===== src/rtl/dwb_pkg.sv =====
// Shared definitions for the word FIFO DMA request bridge.
// Assumes a 2-bit host register select and a 3-bit host status vector.
package dwb_pkg;

    typedef enum logic [1:0] {
        SEL_CTRL = 2'd0,
        SEL_LEN  = 2'd1,
        SEL_FIFO = 2'd2,
        SEL_NONE = 2'd3
    } host_sel_e;

    localparam int ST_EN   = 0;   // transfer enable
    localparam int ST_FULL = 1;   // FIFO full
    localparam int ST_ROM  = 2;   // ROM visibility

    localparam logic [1:0] MODE_FIFO_REQ = 2'b01;

endpackage


===== src/rtl/dwb_fifo.sv =====
// Word FIFO storage with an occupancy counter and full flag.
// Words are written at the occupancy index and read by an external
// index during a drain; a clear empties the whole FIFO at once.
// Assumes push and clear never occur in the same cycle.
module dwb_fifo #(
    parameter int DATA_W = 16,
    parameter int DEPTH  = 8,
    parameter int PTR_W  = $clog2(DEPTH + 1)
) (
    input  logic              clk,
    input  logic              rst_n,
    input  logic              push,
    input  logic [DATA_W-1:0] push_data,
    input  logic              clear,
    input  logic [PTR_W-1:0]  rd_idx,
    output logic [PTR_W-1:0]  level,
    output logic              full,
    output logic [DATA_W-1:0] rd_data
);

    localparam int IDX_W = (DEPTH > 1) ? $clog2(DEPTH) : 1;
    localparam logic [PTR_W-1:0] LAST = PTR_W'(DEPTH - 1);
    localparam logic [PTR_W-1:0] TOP  = PTR_W'(DEPTH);

    logic [DATA_W-1:0] mem [DEPTH];

    // One write-enabled register per entry.
    for (genvar g = 0; g < DEPTH; g++) begin : g_entry
        always_ff @(posedge clk) begin
            if (push && level == PTR_W'(g))
                mem[g] <= push_data;
        end
    end

    // Occupancy counter and full flag.
    always_ff @(posedge clk) begin
        if (!rst_n) begin
            level <= '0;
            full  <= 1'b0;
        end else if (clear) begin
            level <= '0;
            full  <= 1'b0;
        end else if (push) begin
            level <= level + 1'b1;
            if (level == LAST)
                full <= 1'b1;
        end
    end

    // Read port for the drain engine.
    always_comb begin
        rd_data = '0;
        if (rd_idx < TOP)
            rd_data = mem[rd_idx[IDX_W-1:0]];
    end

    assert_no_overflow_R3: assert property (@(posedge clk) disable iff (!rst_n)
        level <= TOP);

    assert_full_blocks_push_R3: assert property (@(posedge clk) disable iff (!rst_n)
        full |-> !push);

    assert_push_clear_apart: assert property (@(posedge clk) disable iff (!rst_n)
        !(push && clear));

endmodule


===== src/rtl/dwb_host_regs.sv =====
// Host-side control and length registers.
// Control writes update only transfer enable and ROM visibility; length
// writes are forced to a whole group of words. The length counts down
// per drained word (stopping at zero) and the enable drops at the end of
// a drain that leaves the length at zero.
// Assumes writes are already gated off while a drain runs.
module dwb_host_regs #(
    parameter int DATA_W = 16,
    parameter int GB     = 2
) (
    input  logic              clk,
    input  logic              rst_n,
    input  logic              wr_en,
    input  logic [1:0]        sel,
    input  logic [DATA_W-1:0] wdata,
    input  logic              len_dec,
    input  logic              drain_done,
    output logic              xfer_en,
    output logic              rom_vis,
    output logic [DATA_W-1:0] len
);

    import dwb_pkg::*;

    // Control bits: host writes, drain-end clears enable.
    always_ff @(posedge clk) begin
        if (!rst_n) begin
            xfer_en <= 1'b0;
            rom_vis <= 1'b0;
        end else if (wr_en && sel == SEL_CTRL) begin
            xfer_en <= wdata[ST_EN];
            rom_vis <= wdata[ST_ROM];
        end else if (drain_done && len == '0) begin
            xfer_en <= 1'b0;
        end
    end

    // Length register: aligned load, saturating countdown.
    always_ff @(posedge clk) begin
        if (!rst_n)
            len <= '0;
        else if (wr_en && sel == SEL_LEN)
            len <= {wdata[DATA_W-1:GB], {GB{1'b0}}};
        else if (len_dec && len != '0)
            len <= len - 1'b1;
    end

    assert_len_aligned_R1: assert property (@(posedge clk) disable iff (!rst_n)
        (wr_en && sel == SEL_LEN) |=> len[GB-1:0] == '0);

    assert_en_drop_R6: assert property (@(posedge clk) disable iff (!rst_n)
        (drain_done && len == '0) |=> !xfer_en);

    assert_len_floor_R5: assert property (@(posedge clk) disable iff (!rst_n)
        (len_dec && len == '0) |=> len == '0);

endmodule


===== src/rtl/dwb_drain.sv =====
// Drain engine: walks the FIFO from entry 0 and emits one word per
// accepted handshake at the destination address, stepping the address
// and DMA count. It stops when all buffered words are sent or the count
// hits zero, and raises the end flag in the latter case.
// Assumes start is only asserted while idle.
module dwb_drain #(
    parameter int DATA_W = 16,
    parameter int ADDR_W = 32,
    parameter int CNT_W  = 24,
    parameter int PTR_W  = 4
) (
    input  logic              clk,
    input  logic              rst_n,
    input  logic              start,
    input  logic [PTR_W-1:0]  fifo_level,
    input  logic [DATA_W-1:0] rd_data,
    input  logic              cfg_load,
    input  logic [CNT_W-1:0]  cnt_in,
    input  logic [ADDR_W-1:0] dst_in,
    input  logic              out_ready,
    output logic              busy,
    output logic [PTR_W-1:0]  rd_idx,
    output logic              step,
    output logic              done,
    output logic              out_valid,
    output logic [ADDR_W-1:0] out_addr,
    output logic [DATA_W-1:0] out_data,
    output logic [ADDR_W-1:0] dst,
    output logic [CNT_W-1:0]  cnt,
    output logic              end_flag
);

    localparam logic [ADDR_W-1:0] WORD_BYTES = ADDR_W'(2);

    logic cnt_zero;
    logic all_sent;

    // Drain status decode.
    always_comb begin
        cnt_zero  = (cnt == '0);
        all_sent  = (rd_idx == fifo_level);
        done      = busy && (all_sent || cnt_zero);
        out_valid = busy && !all_sent && !cnt_zero;
        step      = out_valid && out_ready;
        out_addr  = dst;
        out_data  = rd_data;
    end

    // Busy flag and read index.
    always_ff @(posedge clk) begin
        if (!rst_n) begin
            busy   <= 1'b0;
            rd_idx <= '0;
        end else if (start) begin
            busy   <= 1'b1;
            rd_idx <= '0;
        end else if (done) begin
            busy   <= 1'b0;
        end else if (step) begin
            rd_idx <= rd_idx + 1'b1;
        end
    end

    // Channel count and destination address.
    always_ff @(posedge clk) begin
        if (!rst_n) begin
            cnt <= '0;
            dst <= '0;
        end else if (cfg_load && !busy) begin
            cnt <= cnt_in;
            dst <= dst_in;
        end else if (step) begin
            cnt <= cnt - 1'b1;
            dst <= dst + WORD_BYTES;
        end
    end

    // Transfer-end flag.
    always_ff @(posedge clk) begin
        if (!rst_n)
            end_flag <= 1'b0;
        else if (cfg_load && !busy)
            end_flag <= 1'b0;
        else if (done && cnt_zero)
            end_flag <= 1'b1;
    end

    assert_addr_step_R5: assert property (@(posedge clk) disable iff (!rst_n)
        step |=> (dst == $past(dst) + WORD_BYTES) && (cnt == $past(cnt) - 1'b1));

    assert_end_zero_R7: assert property (@(posedge clk) disable iff (!rst_n)
        $rose(end_flag) |-> cnt == '0);

    assert_valid_hold_R10: assert property (@(posedge clk) disable iff (!rst_n)
        (out_valid && !out_ready) |=> out_valid && $stable(out_data) && $stable(out_addr));

    assert_done_idle_R6: assert property (@(posedge clk) disable iff (!rst_n)
        done |=> !busy);

    assert_start_idle_R9: assert property (@(posedge clk) disable iff (!rst_n)
        start |-> !busy);

endmodule


===== src/rtl/dma_word_bridge.sv =====
// Top of the word FIFO DMA request bridge.
// Gates host writes, decides when a group of words may drain (host write
// completing a group, or a DMA-side request on a full group), and wires
// FIFO, host registers and drain engine together.
// Assumes GROUP is a power of two that divides DEPTH.
module dma_word_bridge #(
    parameter int DATA_W = 16,
    parameter int ADDR_W = 32,
    parameter int CNT_W  = 24,
    parameter int DEPTH  = 8,
    parameter int GROUP  = 4
) (
    input  logic              clk,
    input  logic              rst_n,
    input  logic              host_wr_en,
    input  logic [1:0]        host_sel,
    input  logic [DATA_W-1:0] host_wdata,
    output logic [2:0]        host_status,
    output logic [DATA_W-1:0] host_len,
    input  logic [1:0]        dma_mode,
    input  logic              dma_master_en,
    input  logic              dma_load,
    input  logic [CNT_W-1:0]  dma_cnt_in,
    input  logic [ADDR_W-1:0] dma_dst_in,
    input  logic              dma_kick,
    output logic [CNT_W-1:0]  dma_cnt,
    output logic [ADDR_W-1:0] dma_dst,
    output logic              dma_end,
    output logic              out_valid,
    input  logic              out_ready,
    output logic [ADDR_W-1:0] out_addr,
    output logic [DATA_W-1:0] out_data
);

    import dwb_pkg::*;

    localparam int PTR_W = $clog2(DEPTH + 1);
    localparam int GB    = (GROUP > 1) ? $clog2(GROUP) : 1;

    logic              busy, step, done;
    logic              xfer_en, rom_vis, full;
    logic [PTR_W-1:0]  level, level_next, rd_idx;
    logic [DATA_W-1:0] rd_data;
    logic              host_ok, push, cfg_ok, host_trig, kick_trig, start;

    // Write gating and drain trigger decode.
    always_comb begin
        host_ok    = host_wr_en && !busy;
        push       = host_ok && host_sel == SEL_FIFO && xfer_en && !full;
        level_next = level + 1'b1;
        cfg_ok     = (dma_mode == MODE_FIFO_REQ) && dma_master_en;
        host_trig  = push && (level_next[GB-1:0] == '0);
        kick_trig  = dma_kick && (level != '0) && (level[GB-1:0] == '0);
        start      = !busy && cfg_ok && (host_trig || kick_trig);
    end

    dwb_fifo #(
        .DATA_W (DATA_W),
        .DEPTH  (DEPTH),
        .PTR_W  (PTR_W)
    ) u_fifo (
        .clk       (clk),
        .rst_n     (rst_n),
        .push      (push),
        .push_data (host_wdata),
        .clear     (done),
        .rd_idx    (rd_idx),
        .level     (level),
        .full      (full),
        .rd_data   (rd_data)
    );

    dwb_host_regs #(
        .DATA_W (DATA_W),
        .GB     (GB)
    ) u_regs (
        .clk        (clk),
        .rst_n      (rst_n),
        .wr_en      (host_ok),
        .sel        (host_sel),
        .wdata      (host_wdata),
        .len_dec    (step),
        .drain_done (done),
        .xfer_en    (xfer_en),
        .rom_vis    (rom_vis),
        .len        (host_len)
    );

    dwb_drain #(
        .DATA_W (DATA_W),
        .ADDR_W (ADDR_W),
        .CNT_W  (CNT_W),
        .PTR_W  (PTR_W)
    ) u_drain (
        .clk        (clk),
        .rst_n      (rst_n),
        .start      (start),
        .fifo_level (level),
        .rd_data    (rd_data),
        .cfg_load   (dma_load),
        .cnt_in     (dma_cnt_in),
        .dst_in     (dma_dst_in),
        .out_ready  (out_ready),
        .busy       (busy),
        .rd_idx     (rd_idx),
        .step       (step),
        .done       (done),
        .out_valid  (out_valid),
        .out_addr   (out_addr),
        .out_data   (out_data),
        .dst        (dma_dst),
        .cnt        (dma_cnt),
        .end_flag   (dma_end)
    );

    // Host status vector.
    always_comb begin
        host_status          = '0;
        host_status[ST_EN]   = xfer_en;
        host_status[ST_FULL] = full;
        host_status[ST_ROM]  = rom_vis;
    end

    assert_ctrl_keeps_full_R8: assert property (@(posedge clk) disable iff (!rst_n)
        (host_ok && host_sel == SEL_CTRL) |=> full == $past(full));

    assert_start_cfg_R4: assert property (@(posedge clk) disable iff (!rst_n)
        start |-> cfg_ok);

    assert_busy_no_push_R10: assert property (@(posedge clk) disable iff (!rst_n)
        busy |-> !push);

endmodule


===== config.mk =====
export PLATFORM = sky130hd
export DESIGN_NAME = dma_word_bridge
export DESIGN_NICKNAME = d
export VERILOG_FILES = /design/src/rtl/dwb_pkg.sv /design/src/rtl/dwb_fifo.sv /design/src/rtl/dwb_host_regs.sv /design/src/rtl/dwb_drain.sv /design/src/rtl/dma_word_bridge.sv
export SDC_FILE = /design/constraint.sdc
export NUM_CORES = 1
export LEC_CHECK = 0
export ABC_AREA = 1
export BUFFER_PORTS_ARGS = -buffer_cell sky130_fd_sc_hd__buf_2
export CAP_MARGIN = 20
export CORE_UTILIZATION = 51
export DETAILED_ROUTE_END_ITERATION = 8
export GPL_ROUTABILITY_DRIVEN = 0
export PLACE_DENSITY = 0.77
export SYNTH_ARGS = -nofsm -noshare
export SYNTH_HDL_FRONTEND = slang
export SYNTH_SLANG_ARGS = --single-unit

===== constraint.sdc =====
create_clock -name clk -period 2.3 [get_ports clk]
set_input_delay 0.46 -clock clk [delete_from_list [all_inputs] [get_ports clk]]
set_output_delay 0.46 -clock clk [all_outputs]
set_load 0.01 [all_outputs]

### After elaboration in Yosys (flattened, before gate mapping)

Memories as Yosys holds them, arrays and structs flattened. A register that Yosys moved wholly into a read port is not among the register bits.
Cells that the tools add are included.

| cells by class | value |
|---|---|
| equal/unequal tests | 11 |
| shifts and indexed selects | 0 |
| add/subtract/negate cells | 5 |
| $mul | 0 |
| $lt $le $gt $ge | 1 |
| mux-type cells | 50 |
| reductions and logical operators | 59 |
| div/mod/pow operators | 0 |
| bitwise logic cells | 2 |

Operators by type and width:

| operator | count |
|---|---|
| two-way mux 16 bit | 10 |
| OR reduction 16 bit | 7 |
| two-way mux 32 bit | 2 |
| two-way mux 24 bit | 2 |
| adder 32 x 2 -> 32 bit, second input constant | 1 |
| logical AND 1 bit | 28 |
| two-way mux 1 bit | 27 |
| two-way mux 3 bit | 9 |
| zero test 24 bit | 1 |
| subtractor 24 x 1 -> 24 bit, second input constant | 1 |
| equality test 4 x 3 -> 1 bit, second input constant | 4 |
| zero test 16 bit | 1 |
| nonzero test 16 bit | 1 |
| subtractor 16 x 1 -> 16 bit, second input constant | 1 |
| adder 4 x 1 -> 4 bit, second input constant | 2 |
| equality test 4 x 2 -> 1 bit, second input constant | 2 |
| nonzero test 2 bit | 4 |
| OR reduction 2 bit | 4 |
| zero test 2 bit | 3 |
| equality test 2 x 1 -> 1 bit, second input constant | 2 |
| equality test 4 x 1 -> 1 bit, second input constant | 1 |
| equality test 4 bit | 1 |
| zero test 1 bit | 4 |
| zero test 4 bit | 1 |
| other kinds (6) | 9 |

| word-level totals | value |
|---|---|
| word-level logic and storage cells | 140 |
| output and inout bits | 125 |
| register bits | 85 |
| memories | 1 |
| bits in latches | 0 |
| bits in writable memories | 128 |
| memory bits (read-only) | 0 |

Memories:

| name | words | bits a word | read ports | clocked after Yosys merged registers in | write ports | line | text |
|---|---|---|---|---|---|---|---|
| u_fifo.mem | 8 | 16 | 1 | 1 | 1 | dwb_fifo.sv:25 | `logic [DATA_W-1:0] mem [DEPTH];` |

### Longest topological paths before layout

| depth | value |
|---|---|
| depth after elaboration | 16 |
| mapped depth | 14 |
| gate-level depth less buffers | 13 |

### Modules after synthesis

A second synthesis with hierarchy kept.

| unflattened totals | value |
|---|---|
| cell total of the unflattened synthesis | 1,671 |
| area, all modules | 12,195.4 µm² |

Modules (own cells, without submodules):

| module | times used | area an instance (µm²) | sequential area each (µm²) | cells an instance |
|---|---|---|---|---|
| dwb_fifo | 1 | 5,973.2 | 3,943.8 | 602 |
| dwb_drain | 1 | 4,858.4 | 1,241.2 | 835 |
| dwb_host_regs | 1 | 1,265.0 | 360.3 | 215 |
| dma_word_bridge | 1 | 98.8 | 0.0 | 19 |

### Worst setup path after synthesis

Ideal clock, no wire load.

| timing path | value |
|---|---|
| path type | input-to-reg |
| start point | input port host_wr_en |
| end point | memory u_fifo.mem[0][0], enable pin |
| path slack | -0.138 ns |
| data arrival time | 2.028 ns |
| path buffers | 1 |
| stages | 5 |
| path through | nand2_1 > inv_1 > nand4_1 > buf_2 > nor3_1 |

| on the way | value |
|---|---|
| word-level cells in the longest chain between the ends | 15 |
| elaborated cells between the ends (all ways) | 49 |
| those cells by class | mux: 30; reduce/logical: 19 |

Ends and longest elaborated chain:

| what | line | text |
|---|---|---|
| start, declared | dma_word_bridge.sv:15 | `input logic host_wr_en,` |
| logical AND 1 bit * | dma_word_bridge.sv:48 | `host_ok = host_wr_en && !busy;` |
| logical AND 1 bit * (3 in a row) | dma_word_bridge.sv:49 | `push = host_ok && host_sel == SEL_FIFO && xfer_en && !full;` |
| logical AND 1 bit | dwb_fifo.sv:30 | `if (push && level == PTR_W'(g))` |
| two-way mux 1 bit | dwb_fifo.sv:30 |  |
| two-way mux 1 bit (implied by the code) | dwb_fifo.sv:31 | `mem[g] <= push_data;` |
| OR reduction 16 bit (no line) | -- |  |
| two-way mux 3 bit (no line) / two-way mux 1 bit (equally long branches) (7 in a row) | -- |  |
| end, declared | dwb_fifo.sv:25 |  |

Mark *: on every way between the ends. The rest lies on a longest branch, timed or not.

==> summary.md <==
| Metric | Value |
|---|---|
| Syn-to-layout area delta | `19.94%` |
| Final ANT Viol Nets | `0` |
| Busiest grt layer | `met2` |
| Comb power frac | `0.110` |
| Register bit total from synthesis | `around 220` |
| Failing checks | `negative setup slack` |
| Final setup fails | `3` |
| Row count | `53` |
| Die X | `150.5 um` |
| Main flop type after synthesis | `edfxtp_1` |
| Layout net count | `roughly 1700` |
| Clock transition at path regs | `around 0.060 ns` |
| Data arrival, critical path | `1.92 ns` |
| Fmax | `420.2 MHz` |
| Slew @ Worst Pin | `approximately 0.76 ns` |
| Yosys warns | `0` |
| Initial antenna violation count | `1` |
| Post-synth top cells | `nor2_1, nand2_1, o21ai_0` |
| Clock group share of total power | `0.408` |
| Type of the worst min-delay path | `in -> reg` |
| CP required | `approximately 1.8 ns` |
| Final Non-Filler Cells | `1914` |
| Cells after Synth | `1434` |
| Met2 usage | `0.4689` |
| DP Cell Count | `1862` |
| Syn_nets | `1527` |
| CTS tree | `built` |
| Syn_area_per_cell | `7.842 um^2` |
| Leakage | `5.812 nW` |
| Routed WL | `31570 um` |
| # DRC | `0` |
| Switching Fraction | `0.2474` |
| Clock Skew | `0.01484 ns` |
| Root cell of the clock tree | `clkbuf_16` |
| Synth Cell Area | `11250 um^2` |
| Clock Tree Buf Depth | `3` |
| Slew Limit Fails | `0` |
| DP Wirelength | `~22000 um` |
| TritonRoute pass-1 iters | `5` |
| CP Capture Type | `output port` |
| Total gr overflow | `0` |
| Clock latency on the worst-skew pair | `0.50 ns` |
| Hold_ws | `~0.23 ns` |
| Share of the synthesized area in the top cell type | `0.3418` |
| Via density | `5.475` |
| Final Hold Viols | `0` |
| Pwr dens | `661.4 nW/um^2` |
| Die Span Y | `150.5 um` |
| Vias in the first global route | `9835` |
| DIE AREA | `22650 um^2` |
| WL/cell | `16.49 um` |
| Library cells used by synthesis | `39` |
| FF-to-FF setup slack | `0.17 ns` |
| Top cells by area, synth | `edfxtp_1, dfxtp_1, nor2_1, nand2_1, o21ai_0` |
| Critical path type | `reg -> out` |
| TritonCTS buffer count | `23` |
| GRT met3 Usage | `0.04879` |
| Seq/Total Area, Yosys | `0.4984` |
| VDD IR max | `roughly 0.34 mV` |
| CP startpoint kind | `flop` |
| Max-cap viol count | `0` |
| Final worst slack | `-0.07975 ns` |
| Status | `finished with violations` |
| I/O Pins | `208` |
| Internal | `6.714 mW` |
| Max FO, Critical Path | `20` |
| GRT Overall Usage | `0.2769` |
| Area of the core | `21290 um^2` |
| 1st-iter DRT viols | `772` |
| Routed vias | `10480` |
| Max-slew headroom | `0.4938` |
| Share of cells above drive strength 1 | `0.2138` |
| Port-buffer cells | `around 210` |
| Sequential share of power | `0.482` |
| H-tree Lvls | `1` |
| Ys async rst share | `0` |
| RSZ-0062 raised after global routing | `yes` |
| Largest net degree at the start of global routing | `41` |
| Shortest period the worst path allows | `2.380 ns` |
| Switch Pwr | `approximately 2.2 mW` |
| First-pass GRT wire length | `slightly below 50000 um` |
| Clk sinks | `around 220` |
| Synth area leader | `edfxtp_1` |
| Post-CTS Hold Buffers | `0` |
| Crit share post-route | `1.035` |
| Grt met1 use | `0.3477` |
| EDFF count, synth | `128` |
| Initial Utilization | `0.5283` |
| Most frequent cell after synthesis | `nor2_1` |
flip-flops by register name, indices dropped and copies added (netlist names), named ones only:
register          cells
u_regs.len           16
u_fifo.mem          128
u_regs.xfer_en        1
u_drain.end_flag      1
u_fifo.level          4
u_drain.busy          1
u_fifo.full           1
u_drain.rd_idx        4
u_drain.dst          32
u_regs.rom_vis        1
u_drain.cnt          24
routing by layer:
metal | vias to the layer above | part of all wire
met4 | 0 | 0.035
met1 | 4788 | 0.39
met2 | 527 | 0.48
met5 | - | 0
li1 | 5085 | -
met3 | 80 | 0.093
logic make-up (layout without fill, tap and decap cells):
family          Yosys count  count (layout)  share of synthesized area
buf+inv                 183             386                    0.07666
compound gates          227             227                     0.1060
flops                   216             216                     0.4984
simple gates            775             775                     0.2898
other cells               0               2                          0
xor+xnor                 23              23                    0.01791
fa+ha+maj                10              10                    0.01113
worst paths after layout:
kind | endpoint | startpoint | cells after the start
worst max-delay path | out_data[5] | flop | 6
worst min-delay path | u_drain.dst[0] | dma_dst_in[0] | 3
worst max register to register | u_drain.cnt[14] | u_drain.cnt[12] | 11
worst min register to register | u_regs.len[1] | u_regs.len[1] | 2
layout by cell type (no fill, tap or decap), types with 2 or more instances in the layout:
cell type  synthesis  final
a211oi_1           2      2
a21oi_1           28     28
a31oi_1           19     19
buf_12             0      9
buf_2              7    206
buf_4             41     30
buf_6              1      3
buf_8              0      4
bufinv_16          0      3
clkbuf_1          39      6
clkbuf_16          0     25
clkinv_1           0      4
clkinv_2           0      4
dfxtp_1           88     85
dfxtp_4            0      2
diode_2            0      2
edfxtp_1         128    128
ha_1              10     10
inv_1             81     79
inv_2              8      8
inv_6              0      2
nand2_1          284    283
nand2_2            3      4
nand2_4            2      2
nand3_1           84     84
nand3b_1           9      9
nand4_1           11     11
nor2_1           326    323
nor2_2             4      7
nor3_1            21     15
nor3_2             0      6
nor4_1             2      2
o21ai_0          149    120
o21ai_1           10     36
o21ai_2            0      3
o22ai_1           16     16
or2_2             23     23
xnor2_1            7      7
xor2_1            16     16
final cells by class:
cell class                      count  area [um^2]
Antenna cell                        2        5.005
Clock buffer                       29        598.1
Clock inverter                     12        133.9
Fill cell                        1806         7799
Inverter                           90        350.3
Multi-Input combinational cell   1035         4830
Sequential cell                   216         5614
Tap cell                          275        344.1
Timing Repair Buffer              255         1613
power by group through the flow:
stage               logic [mW]  clock network, mW  registers [mW]
floorplan                0.609                  0            4.39
global placement         0.954                  0            4.37
detailed placement       0.964                  0            4.38
CTS                      0.974               3.70            4.30
global route              1.09               3.85            4.31
finish                   0.983               3.64            4.30
what timing repair did:
| item | CTS | global route |
|---|---|---|
| pin swaps | 2 | 16 |
| cloned | 1 | 2 |
| gates resized for setup | 23 | 53 |
| setup buffers | 1 | 5 |
| endpoints found under the setup margin | 16 | 18 |
critical path, cell delays in order (launching register included):
cell and delay [ns]:
dfxtp_4 0.42, buf_12 0.16, o21ai_0 0.11, o22ai_1 0.18
o21ai_0 0.10, a31oi_1 0.26, buf_2 0.19
per-stage QoR:
stage	utilization	instance area (um^2)	setup WS, ns	setup TNS, ns	total power, mW
after global routing	0.6334	13480	-0.1365	-0.9907	9.251
final	0.6336	13490	-0.07975	-0.1316	8.920
after floorplan	-	11250	-0.1378	-13.23	4.998
after global placement	0.5853	12460	0.2429	0	5.328
after CTS	0.6248	13300	-0.02906	-0.1295	8.966
after detailed placement	0.5853	12460	0.1709	0	5.345
No activity file was read; power rests on OpenSTA's default activity.
